[src/rtl/lbw_pkg.sv]
package lbw_pkg;
  localparam int SCY_W = 4;

  typedef enum logic [2:0] {
    ST_IDLE,
    ST_ALE,
    ST_ACS,
    ST_STRB,
    ST_RECOV
  } lbw_state_e;

  typedef struct packed {
    logic [1:0]       acs;
    logic [SCY_W-1:0] scy;
    logic             trlx;
    logic             ehtr;
  } lbw_opt_t;
endpackage

[src/rtl/lbw_timing.sv]
module lbw_timing
  import lbw_pkg::*;
#(
  parameter int QTR      = 4,
  parameter int BASE_CYC = 2,
  parameter int CNT_W    = 8
) (
  input  lbw_opt_t         opt,
  output logic [CNT_W-1:0] acs_ticks,
  output logic [CNT_W-1:0] strb_ticks
);
  localparam int QUARTER = QTR / 4;
  localparam int HALF    = QTR / 2;

  logic [CNT_W-1:0] nwait;

  always_comb begin
    unique case (opt.acs)
      2'b10:   acs_ticks = CNT_W'(QUARTER);
      2'b11:   acs_ticks = CNT_W'(HALF);
      default: acs_ticks = '0;
    endcase
  end

  generate
    if (QTR % 4 != 0) begin : g_bad_qtr
      initial $display("lbw_timing: QTR should be a multiple of 4");
    end
  endgenerate

  always_comb begin
    nwait      = opt.trlx ? CNT_W'({opt.scy, 1'b0}) : CNT_W'(opt.scy);
    strb_ticks = CNT_W'(QTR) * (CNT_W'(BASE_CYC) + nwait);
  end
endmodule

[src/rtl/lbw_fsm.sv]
module lbw_fsm
  import lbw_pkg::*;
#(
  parameter int QTR   = 4,
  parameter int CNT_W = 8
) (
  input  logic             clk,
  input  logic             rst_n,
  input  logic             req_valid,
  input  logic [CNT_W-1:0] acs_ticks,
  input  logic [CNT_W-1:0] strb_ticks,
  output logic             req_ready,
  output logic             accept,
  output lbw_state_e       state,
  output logic [CNT_W-1:0] cnt
);
  lbw_state_e       state_nx;
  logic [CNT_W-1:0] cnt_nx;
  logic             last;

  assign req_ready = (state == ST_IDLE);
  assign accept    = req_ready && req_valid;
  assign last      = (cnt == '0);

  always_comb begin
    state_nx = state;
    cnt_nx   = last ? cnt : cnt - CNT_W'(1);
    unique case (state)
      ST_IDLE: if (req_valid) begin
        state_nx = ST_ALE;
        cnt_nx   = CNT_W'(QTR - 1);
      end
      ST_ALE: if (last) begin
        if (acs_ticks == '0) begin
          state_nx = ST_STRB;
          cnt_nx   = strb_ticks - CNT_W'(1);
        end else begin
          state_nx = ST_ACS;
          cnt_nx   = acs_ticks - CNT_W'(1);
        end
      end
      ST_ACS: if (last) begin
        state_nx = ST_STRB;
        cnt_nx   = strb_ticks - CNT_W'(1);
      end
      ST_STRB: if (last) begin
        state_nx = ST_RECOV;
        cnt_nx   = CNT_W'(QTR - 1);
      end
      ST_RECOV: if (last) state_nx = ST_IDLE;
      default: state_nx = ST_IDLE;
    endcase
  end

  always_ff @(posedge clk or negedge rst_n) begin
    if (!rst_n) begin
      state <= ST_IDLE;
      cnt   <= '0;
    end else begin
      state <= state_nx;
      cnt   <= cnt_nx;
    end
  end


  accept_backpressure_chk: assert property (@(posedge clk) disable iff (!rst_n)
    accept |=> !req_ready);


  recovery_before_ready_chk: assert property (@(posedge clk) disable iff (!rst_n)
    (state == ST_STRB && last) |=> !req_ready);
endmodule

[src/rtl/lbw_pins.sv]
module lbw_pins
  import lbw_pkg::*;
#(
  parameter int W     = 32,
  parameter int QTR   = 4,
  parameter int CNT_W = 8
) (
  input  logic             clk,
  input  logic             rst_n,
  input  lbw_state_e       state,
  input  logic [CNT_W-1:0] cnt,
  input  logic [CNT_W-1:0] strb_ticks,
  input  logic             ehtr,
  input  logic [W-1:0]     addr,
  input  logic [W-1:0]     data,
  output logic [W-1:0]     lad_out,
  output logic             lad_oe,
  output logic             ale,
  output logic             cs_n,
  output logic             we_n,
  output logic             bctl,
  output logic             ta
);
  logic in_ale, in_acs, in_strb, in_recov, first_tick, hold_ok, recov_first;

  always_comb begin
    in_ale      = (state == ST_ALE);
    in_acs      = (state == ST_ACS);
    in_strb     = (state == ST_STRB);
    in_recov    = (state == ST_RECOV);
    first_tick  = (cnt == strb_ticks - CNT_W'(1));
    hold_ok     = !ehtr || (cnt >= CNT_W'(QTR));
    recov_first = in_recov && (cnt == CNT_W'(QTR - 1));

    ale     = in_ale;
    cs_n    = !in_strb;
    we_n    = !(in_strb && !first_tick && hold_ok);
    ta      = in_strb && (cnt == '0);
    bctl    = in_ale || in_acs || in_strb;
    lad_oe  = in_ale || in_acs || in_strb || recov_first;
    lad_out = in_ale ? addr : (lad_oe ? data : '0);
  end


  we_in_cs_chk: assert property (@(posedge clk) disable iff (!rst_n)
    !we_n |-> !cs_n);


  ale_no_cs_chk: assert property (@(posedge clk) disable iff (!rst_n)
    ale |-> (cs_n && we_n && lad_oe));


  ta_single_chk: assert property (@(posedge clk) disable iff (!rst_n)
    ta |=> (!ta && cs_n));


  data_after_ta_chk: assert property (@(posedge clk) disable iff (!rst_n)
    $fell(ta) |-> (lad_oe && $stable(lad_out)));


  data_steady_we_chk: assert property (@(posedge clk) disable iff (!rst_n)
    (!we_n && $past(!we_n)) |-> (lad_oe && $stable(lad_out)));


  bctl_cover_chk: assert property (@(posedge clk) disable iff (!rst_n)
    !cs_n |-> bctl);
endmodule

[src/rtl/lbw_write_seq.sv]
module lbw_write_seq
  import lbw_pkg::*;
#(
  parameter int W        = 32,
  parameter int QTR      = 4,
  parameter int BASE_CYC = 2
) (
  input  logic             clk,
  input  logic             rst_n,
  input  logic             req_valid,
  output logic             req_ready,
  input  logic [W-1:0]     req_addr,
  input  logic [W-1:0]     req_data,
  input  logic [1:0]       opt_acs,
  input  logic [SCY_W-1:0] opt_scy,
  input  logic             opt_trlx,
  input  logic             opt_ehtr,
  output logic [W-1:0]     lad_out,
  output logic             lad_oe,
  output logic             ale,
  output logic             cs_n,
  output logic             we_n,
  output logic             bctl,
  output logic             ta
);
  localparam int MAX_TICKS = QTR * (BASE_CYC + 2 * ((1 << SCY_W) - 1));
  localparam int CNT_W     = $clog2(MAX_TICKS + 1);

  lbw_opt_t         opt_q;
  logic [W-1:0]     addr_q, data_q;
  logic [CNT_W-1:0] acs_ticks, strb_ticks, cnt;
  logic             accept;
  lbw_state_e       state;

  always_ff @(posedge clk or negedge rst_n) begin
    if (!rst_n) begin
      opt_q  <= '0;
      addr_q <= '0;
      data_q <= '0;
    end else if (accept) begin
      opt_q  <= '{acs: opt_acs, scy: opt_scy, trlx: opt_trlx, ehtr: opt_ehtr};
      addr_q <= req_addr;
      data_q <= req_data;
    end
  end

  lbw_timing #(.QTR(QTR), .BASE_CYC(BASE_CYC), .CNT_W(CNT_W)) u_timing (
    .opt        (opt_q),
    .acs_ticks  (acs_ticks),
    .strb_ticks (strb_ticks)
  );

  lbw_fsm #(.QTR(QTR), .CNT_W(CNT_W)) u_fsm (
    .clk        (clk),
    .rst_n      (rst_n),
    .req_valid  (req_valid),
    .acs_ticks  (acs_ticks),
    .strb_ticks (strb_ticks),
    .req_ready  (req_ready),
    .accept     (accept),
    .state      (state),
    .cnt        (cnt)
  );

  lbw_pins #(.W(W), .QTR(QTR), .CNT_W(CNT_W)) u_pins (
    .clk        (clk),
    .rst_n      (rst_n),
    .state      (state),
    .cnt        (cnt),
    .strb_ticks (strb_ticks),
    .ehtr       (opt_q.ehtr),
    .addr       (addr_q),
    .data       (data_q),
    .lad_out    (lad_out),
    .lad_oe     (lad_oe),
    .ale        (ale),
    .cs_n       (cs_n),
    .we_n       (we_n),
    .bctl       (bctl),
    .ta         (ta)
  );
endmodule

[config.mk]
export PLATFORM = sky130hd
export DESIGN_NAME = lbw_write_seq
export DESIGN_NICKNAME = d
export VERILOG_FILES = /design/src/rtl/lbw_pkg.sv /design/src/rtl/lbw_timing.sv /design/src/rtl/lbw_fsm.sv /design/src/rtl/lbw_pins.sv /design/src/rtl/lbw_write_seq.sv
export SDC_FILE = /design/constraint.sdc
export NUM_CORES = 1
export LEC_CHECK = 0
export BUFFER_PORTS_ARGS = -buffer_cell sky130_fd_sc_hd__buf_2
export CORE_MARGIN = 10
export CORE_UTILIZATION = 45
export DETAILED_ROUTE_END_ITERATION = 8
export GPL_TIMING_DRIVEN = 0
export PLACE_DENSITY = 0.77
export REMOVE_ABC_BUFFERS = 1
export SETUP_SLACK_MARGIN = 0.05
export SLEW_MARGIN = 20
export SYNTH_ARGS = -nofsm -noshare
export SYNTH_HDL_FRONTEND = slang
export SYNTH_SLANG_ARGS = --single-unit
export TNS_END_PERCENT = 20
[constraint.sdc]
create_clock -name clk -period 2.4 [get_ports clk]
set_clock_uncertainty 0.1 [all_clocks]
set_input_delay 0.12 -clock clk [delete_from_list [all_inputs] [get_ports clk]]
set_output_delay 0.12 -clock clk [all_outputs]
set_load 0.03 [all_outputs]
==> flow_summary.ini, run 1 <==
[status]
status = finished with violations
failed_checks = setup timing

[cells_and_area]
syn2layout_area_growth_pct = 52.07
final_area_um2 = 6336
final_util_pct = 69.56
finalNetCount = 609
drive_gt1_share_pct = 51.88

[logic_synthesis]
synthCells = 331
ys_seq_area_share_pct = 49.85
synth_edf_count = 0
synthDistinctLibCells = 49
ys_ff_latch = 83
synth_ff_type = dfrtp_1
synth_area_leader_cell = dfrtp_1
synth_top_area_share_pct = 49.85
postSynth.asyncResetShare_pct = 100.0
ys_top_cells_by_area = dfrtp_1 50%, mux2_2 19%, a22o_2 6.2%
yosysMostFrequentCell = dfrtp_1
syn_area_um2 = 4166
yosysWarningCount = 0
synth_common_cells = 83 x dfrtp_1, 72 x mux2_2, 26 x a22o_2
avgSynthCellArea_um2 = 12.59

[power_and_ir_drop]
p_leak_nw = 2.910
clkPwrFrac_pct = 11.0
pwr-share-seq_pct = 28.9
combPwrFrac_pct = 60.1
powerDensity_nw_per_um2 = 1463
internal-power_mw = 5.404
irDropWorstVdd_uv = 795.9
p_sw_mw = 3.866
power_mw = 9.269
p_sw_share_pct = 41.71

[grt]
grt_max_degree = 48
gr-usage-all-layers_pct = 18.14
antenna_found_initial = 2
grt_pass1_vias = 3735
grt_first_pass_wirelength_mm = 19.33
grt_overflow = 0

[sta]
fmax_mhz = 355.5
final_hold_viol_count = 0
tightest_slew_ns = 0.6746
finalSetupTns_ns = -5.371
drv_slew = 0
setup_viol = 34
min_period_ns = 2.813
period_share_pct = 117.2
setup_ws_ns = -0.4126
maxSlewHeadroom_pct = 54.92
grt_setup_unrepaired = yes

[drt]
route.final.wire_length_mm = 12.91
antenna_left = 0
routed_via_density = 5.349
drc = 0
dr.pass1.iters = 4
drtIter0Drc = 169
detail_route.wl_per_cell_um = 20.02
vias = 3450

[floorplan]
dieArea_um2 = 13510
rows = 35
start_util_pct = 45.74
pin_count = 114
die_w_um = 116.2
coreArea_um2 = 9109
die_h_um = 116.2

[clock_network]
cts_buffer_depth = 2
cts_buffers = 9
clk_pin_slew_ns = 0.09
cts_max_level = 3
cts_root_buffer = clkbuf_8
clkSinkCount = 83
cts_tree = yes
clk_latency_ns = 0.34

[critical_path]
endpoint_kind = output pin
cp_max_fo = 7
crit_arrival_ns = 2.59
critPathLaunchType = flop
critical_path_class = reg2out
cp.required_ns = 2.18

[run]
drv_cap = 0

[min_path]
min_path_type = in2reg

[place]
gp_congestion = 0.8589
placed_area_um2 = 4820
numPortBuffers = 113
post-dp-hpwl_mm = 7.286
[final cells by class]
| type | instances | area [um2] |
|---|---|---|
| Fill cell | 580 | 2773 |
| Multi-Input combinational cell | 219 | 2207 |
| Sequential cell | 83 | 2085 |
| Timing Repair Buffer | 203 | 1660 |
| Tap cell | 111 | 138.9 |
| Clock buffer | 9 | 123.9 |
| Clock inverter | 7 | 75.07 |
| Inverter | 11 | 41.29 |
| Antenna cell | 2 | 5.005 |
[state kept, by name, summed over array words and instances (netlist names)]
signal       count
u_fsm.cnt        8
data_q          32
u_fsm.state      3
opt_q            8
addr_q          32
[cells by family after synthesis]
logic type,Yosys count,synth area share [%]
AO/OA/AOI/OAI,62,12.31
flip-flops,83,49.85
XOR/XNOR,14,3.273
multiplexers,77,20.96
adder cells (fa/ha/maj),7,2.102
buffers and inverters,32,3.964
AND/OR/NAND/NOR,56,7.538
[through the flow]
stage / cells / setup slack (ns) / hold slack, ns
detailed placement: 539 / -0.3680 / 0.08075
global route: 645 / -0.5426 / 0.09585
global placement: 534 / -2.372 / 0.2518
finish: 645 / -0.4126 / 0.06468
CTS: 635 / -0.4758 / 0.04532
floorplan: 310 / -1.390 / -0.2756
[cells in the final DEF, fill, tap and decap left out, drive strengths merged, types with 5 or more instances in the layout]
| master | netlist | routed |
|---|---|---|
| mux2 | 72 | 72 |
| dfrtp | 83 | 83 |
| clkbuf | 4 | 9 |
| a22o | 32 | 32 |
| mux2i | 5 | 5 |
| nor2b | 5 | 5 |
| inv | 11 | 13 |
| ha | 7 | 7 |
| nand2 | 20 | 23 |
| a21oi | 6 | 6 |
| dlygate4sd3 | 0 | 73 |
| xnor2 | 10 | 10 |
| o22ai | 7 | 7 |
| nor2 | 9 | 9 |
| o21ai | 6 | 6 |
| buf | 17 | 130 |
[routing by layer]
metal	GRT usage (%)	routed length, um
met1	20.02	5032
met2	31.22	6621
met3	7.499	1056
met4	5.421	201
met5	0	0
[power groups by stage]
stage | combinational, mW | sequential [mW] | clock (mW)
2_1_floorplan | 3.11 | 2.45 | 0
3_5_place_dp | 4.06 | 2.60 | 0
4_1_cts | 4.87 | 2.58 | 1.05
3_3_place_gp | 3.82 | 2.54 | 0
6_report | 5.57 | 2.68 | 1.02
5_1_grt | 5.89 | 2.76 | 1.12
[path summary, 6_finish.rpt]
path                                        start                      to  slack [ns]  cells past startpoint
hold reg to reg            data_q[23]$_DFFE_PN0P_  data_q[23]$_DFFE_PN0P_        0.41                      1
hold / removal                          req_valid  u_fsm.cnt[1]$_DFF_PN0_        0.06                      3
min in group asynchronous                   rst_n  data_q[19]$_DFFE_PN0P_        0.22                      2
max in group asynchronous                   rst_n  addr_q[13]$_DFFE_PN0P_        1.37                      3
setup reg to reg           u_fsm.cnt[0]$_DFF_PN0_  u_fsm.cnt[3]$_DFF_PN0_        0.16                      8
setup / recovery             opt_q[1]$_DFFE_PN0P_                    we_n       -0.41                      9
[what timing repair did]
item                                    4_1_cts  5_1_grt
gates cloned                                  2        1
endpoints found under the setup margin       34       79
hold buffers                                 73        0
gates resized for setup                      65       50
pin swaps                                     7       13
buffers inserted                              5        7
endpoints found under the hold margin       118        0
[worst max-delay path, cell delays in order, from the launching register on]
cell and delay [ns]:
dfrtp_2 0.50, or2b_1 0.28, nand2_2 0.11, ha_4 0.23
xnor2_4 0.14, xnor2_2 0.14, nor4_2 0.22, o221ai_1 0.15
o31ai_1 0.27, buf_4 0.21
(Power assumes the default switching activity.)
==> run 2, diff against run 1 <==
- CORE_UTILIZATION: 45 -> 25
- PLACE_DENSITY: 0.77 -> 0.51
==> flow_summary.ini, run 2 (same netlist as run 1, synthesis figures left out) <==
[sta]
hold_ws_ns = 0.09689
drv_slew = 0
tightest_slew_ns = 0.5483
final_hold_viol_count = 0
setup_viol = 34
grt_setup_unrepaired = yes
min_period_ns = 2.915
maxSlewHeadroom_pct = 63.45
fmax_mhz = 343.1
period_share_pct = 121.4
setup_ws_ns = -0.5146

[cells_and_area]
drive_gt1_share_pct = 51.59
multi_input_area_um2 = 2258
mostFrequentLayoutCells = 78 x buf_2, 77 x dfrtp_1, 73 x dlygate4sd3_1
layout_commonest_cell = buf_2
final_area_um2 = 6624
regArea_um2 = 2085
largestRegisters = addr_q: 32 flops, data_q: 32 flops
fin_cells = 756
finalNetCount = 612
syn2layout_area_growth_pct = 58.98
n_fill_cell = 1581

[grt]
grt_max_degree = 45
grt_first_pass_wirelength_mm = 19.44
antenna_found_initial = 0
gr-usage-all-layers_pct = 10.97
grt_overflow = 0
grt_pass1_vias = 3864

[clock_network]
cts_max_level = 3
clk_latency_ns = 0.34
clk_pin_slew_ns = 0.06
cts_buffer_depth = 2
cts_root_buffer = clkbuf_16
clkSinkCount = 83
cts_buffers = 9
cts_tree = yes

[drt]
dr.pass1.iters = 4
detail_route.wl_per_cell_um = 16.38
drtIter0Drc = 84
drc = 0
routed_via_density = 4.459
route.final.wire_length_mm = 12.38
vias = 3371
antenna_left = 0

[floorplan]
die_w_um = 149.1
die_h_um = 149.1
coreArea_um2 = 16470
rows = 47
pin_count = 114
start_util_pct = 25.30
dieArea_um2 = 22230

[run]
drv_cap = 0

[critical_path]
r2r_start = u_fsm.state[1]$_DFFE_PN0P_
critical_path_class = reg2out
endpoint_kind = output pin
cp.required_ns = 2.18
crit_arrival_ns = 2.69
cp_max_fo = 7
r2r_cells = 6
r2r_slack_ns = 0.10
regToRegEndpoint = data_q[3]$_DFFE_PN0P_
critPathLaunchType = flop
cp-endpoint = we_n
startpoint = opt_q[1]$_DFFE_PN0P_

[place]
post-dp-hpwl_mm = 7.946
placed_cells = 648
gp_congestion = 0.7844
placed_area_um2 = 4956
numPortBuffers = 113

[power_and_ir_drop]
clkPwrFrac_pct = 14.5
internal-power_mw = 5.685
powerDensity_nw_per_um2 = 1418
p_leak_nw = 3.016
p_sw_mw = 3.707
p_sw_share_pct = 39.47
irDropWorstVdd_uv = 689.4
pwr-share-seq_pct = 27.9
combPwrFrac_pct = 57.6

[min_path]
whs_path_depth = 5
min-delay-start = req_valid
min_path_type = in2reg

[status]
status = finished with violations
failed_checks = setup timing
## run 2: worst max-delay path: stages, from the launching register on
cell and delay (ns):
dfrtp_2 0.47, or2b_1 0.26, nand2_2 0.10, ha_4 0.22, xnor2_2 0.15, xnor2_1 0.13, nor4_1 0.32, o221ai_1 0.18
o31ai_1 0.30, buf_4 0.22
## run 2: per-layer routing
layer	track usage, %	part of all wire, %
met5	0	0
met4	3.238	1.0
met3	4.005	5.9
met2	19.82	54
met1	11.65	39
## run 2: worst min-delay path by stage
stage                                      end  slack, ns
floorplan                addr_q[0]$_DFFE_PN0P_      -0.28
global placement          opt_q[3]$_DFFE_PN0P_       0.23
detailed placement  u_fsm.state[0]$_DFFE_PN0P_       0.05
CTS                     u_fsm.cnt[1]$_DFF_PN0_       0.07
global route            u_fsm.cnt[1]$_DFF_PN0_       0.11
finish                  u_fsm.cnt[0]$_DFF_PN0_        0.1
## run 2: layout make-up
cell class	count	share of cell area [%]
Antenna cell	1	0.03778
Clock buffer	11	3.513
Clock inverter	5	0.8122
Inverter	11	0.6233
Multi-Input combinational cell	219	34.10
Sequential cell	83	31.47
Tap cell	220	4.156
Timing Repair Buffer	206	25.29
## run 2: per-stage QoR
stage	utilization [%]	power (mW)	worst slack [ns]	setup TNS [ns]
2_1_floorplan	-	5.554	-1.390	-151.56
3_3_place_gp	29.66	6.347	-3.040	-231.10
3_5_place_dp	30.10	6.684	-0.4615	-4.224
4_1_cts	38.69	9.038	-0.4815	-3.858
5_1_grt	40.21	10.01	-0.6327	-7.812
6_report	40.23	9.392	-0.5146	-4.834
## run 2: power by group through the flow
| stage | combinational [mW] | sequential, mW | clock, mW |
|---|---|---|---|
| 2_1_floorplan | 3.11 | 2.45 | 0 |
| 3_3_place_gp | 3.81 | 2.53 | 0 |
| 3_5_place_dp | 4.09 | 2.59 | 0 |
| 4_1_cts | 5.05 | 2.58 | 1.41 |
| 5_1_grt | 5.81 | 2.73 | 1.48 |
| 6_report | 5.41 | 2.62 | 1.36 |
## run 2: timing repair
action                                  in CTS  in global routing
hold buffers                                73                  0
pin swaps                                    9                 11
gates cloned                                 2                  1
gates resized for setup                     78                 46
hold endpoints to repair                   111                  0
endpoints found under the setup margin      34                 78
buffers inserted                             8                  7
==> run 3, diff against run 2 <==
- CORE_UTILIZATION: 25 -> 53
- PLACE_DENSITY: 0.51 -> 0.88
==> flow_summary.ini, run 3 (same netlist as run 1, synthesis figures left out) <==
[status]
status = finished with violations
failed_checks = setup timing

[drt]
detail_route.wl_per_cell_um = 21.46
routed_via_density = 5.537
antenna_left = 0
vias = 3516
drtIter0Drc = 179
drc = 0
dr.pass1.iters = 4
route.final.wire_length_mm = 13.63

[cells_and_area]
mostFrequentLayoutCells = 79 x buf_2, 78 x dfrtp_1, 73 x dlygate4sd3_1
drive_gt1_share_pct = 51.59
layout_commonest_cell = buf_2
largestRegisters = addr_q: 32 flops, data_q: 32 flops
final_area_um2 = 6346
finalNetCount = 610
diodes = 0
syn2layout_area_growth_pct = 52.31
fin_cells = 635

[clock_network]
clk_pin_slew_ns = 0.09
cts_buffers = 9
cts_buffer_depth = 2
cts_max_level = 3
clkSinkCount = 83
cts_root_buffer = clkbuf_8
clk_latency_ns = 0.33
cts_tree = yes

[run]
drv_cap = 0

[sta]
final_hold_viol_count = 0
hold_ws_ns = 0.08611
grt_setup_unrepaired = yes
maxSlewHeadroom_pct = 66.35
fmax_mhz = 348.2
period_share_pct = 119.7
setup_ws_ns = -0.4718
drv_slew = 0
tightest_slew_ns = 0.5048
setup_viol = 19
min_period_ns = 2.872

[power_and_ir_drop]
combPwrFrac_pct = 59.1
p_sw_mw = 3.926
internal-power_mw = 5.497
irDropWorstVdd_uv = 877.8
pwr-share-seq_pct = 28.4
powerDensity_nw_per_um2 = 1485
clkPwrFrac_pct = 12.5
power_mw = 9.423
p_sw_share_pct = 41.66
p_leak_nw = 2.930

[grt]
grt_pass1_vias = 3942
use_met1_pct = 26.29
antenna_found_initial = 0
grt_max_degree = 47
gr-usage-all-layers_pct = 22.71
grt_overflow = 0
grt_use_met3_pct = 7.080
grt_first_pass_wirelength_mm = 20.97
gr-max-usage-layer = met2
globalRouteMet2Util_pct = 38.53

[critical_path]
crit_arrival_ns = 2.65
critical_path_class = reg2out
endpoint_kind = output pin
cp_max_fo = 7
critPathLaunchType = flop
cp.required_ns = 2.18

[floorplan]
die_h_um = 108.7
start_util_pct = 54.20
pin_count = 114
coreArea_um2 = 7687
die_w_um = 108.7
rows = 32
dieArea_um2 = 11810

[place]
placed_area_um2 = 4812
placed_cells = 530
numPortBuffers = 113
dp_slack_ns = -0.3101
post-dp-hpwl_mm = 7.439
gp_congestion = 0.8348

[min_path]
min_path_type = in2reg
run 3: changes by cell type in the layout (fill, tap and decap cells not counted), moves of 2 or more:
cell       before  now
a22o_2          7   10
a22o_4         19   16
buf_4          24   16
buf_6          29   34
clkbuf_1        2    0
clkbuf_16       9    0
clkbuf_8        0   10
clkinv_2        3    0
inv_6           0    2
mux2_2         55   72
mux2_4         17    0
o21ai_2         2    0
run 3: timing repair:
item,CTS,global route
setup buffers,10,4
pin swaps,10,5
cloned,2,0
endpoints found under the setup margin,34,76
hold buffers,73,0
endpoints found under the hold margin,109,0
resized for setup,92,15
run 3: area by class of cell:
type / instances / area, um2
sequential: 83 / 2083
inverter: 11 / 41.29
clock buffer: 10 / 137.6
tap: 102 / 127.6
timing repair buffer: 205 / 1692
clock inverter: 6 / 95.09
multi-input combinational: 218 / 2170
fill: 423 / 1341
run 3: per-layer routing:
metal  vias up  routed length [um]
met2       152                7048
li1       1593                   -
met4         0                 334
met5         -                   0
met3        29                1069
met1      1742                5176
run 3: worst paths after layout:
check	cells after the start	startpoint	to	slack, ns
max in group asynchronous	3	rst_n	data_q[20]$_DFFE_PN0P_	1.40
max	9	opt_q[1]$_DFFE_PN0P_	we_n	-0.47
max reg2reg	5	u_fsm.state[1]$_DFFE_PN0P_	addr_q[0]$_DFFE_PN0P_	0.13
min in group asynchronous	2	rst_n	data_q[9]$_DFFE_PN0P_	0.19
min reg2reg	1	addr_q[26]$_DFFE_PN0P_	addr_q[26]$_DFFE_PN0P_	0.41
min	5	req_valid	u_fsm.cnt[0]$_DFF_PN0_	0.09
run 3: critical path, cell delays in order (launching register included):
cell and delay, ns:
dfrtp_2 0.50, or2b_1 0.28, nand2_2 0.09, ha_4 0.22, xnor2_4 0.13, xnor2_1 0.14, nor4_1 0.30, o221ai_1 0.17
o31ai_1 0.28, buf_4 0.21
run 3: power groups by stage:
stage                     logic (mW)  registers (mW)  clock network (mW)
after global routing            5.88            2.75                1.24
final                           5.57            2.68                1.17
after CTS                       5.24            2.56                1.17
after detailed placement        4.07            2.60                   0
after floorplan                 3.11            2.45                   0
after global placement          3.81            2.53                   0
run 3: stage by stage:
stage | TNS [ns] | utilization, %
after global routing | -1.898 | 82.55
after global placement | -196.75 | 61.60
after detailed placement | -1.906 | 62.60
after CTS | -0.7090 | 81.01
after floorplan | -151.56 | -
final | -0.7329 | 82.55
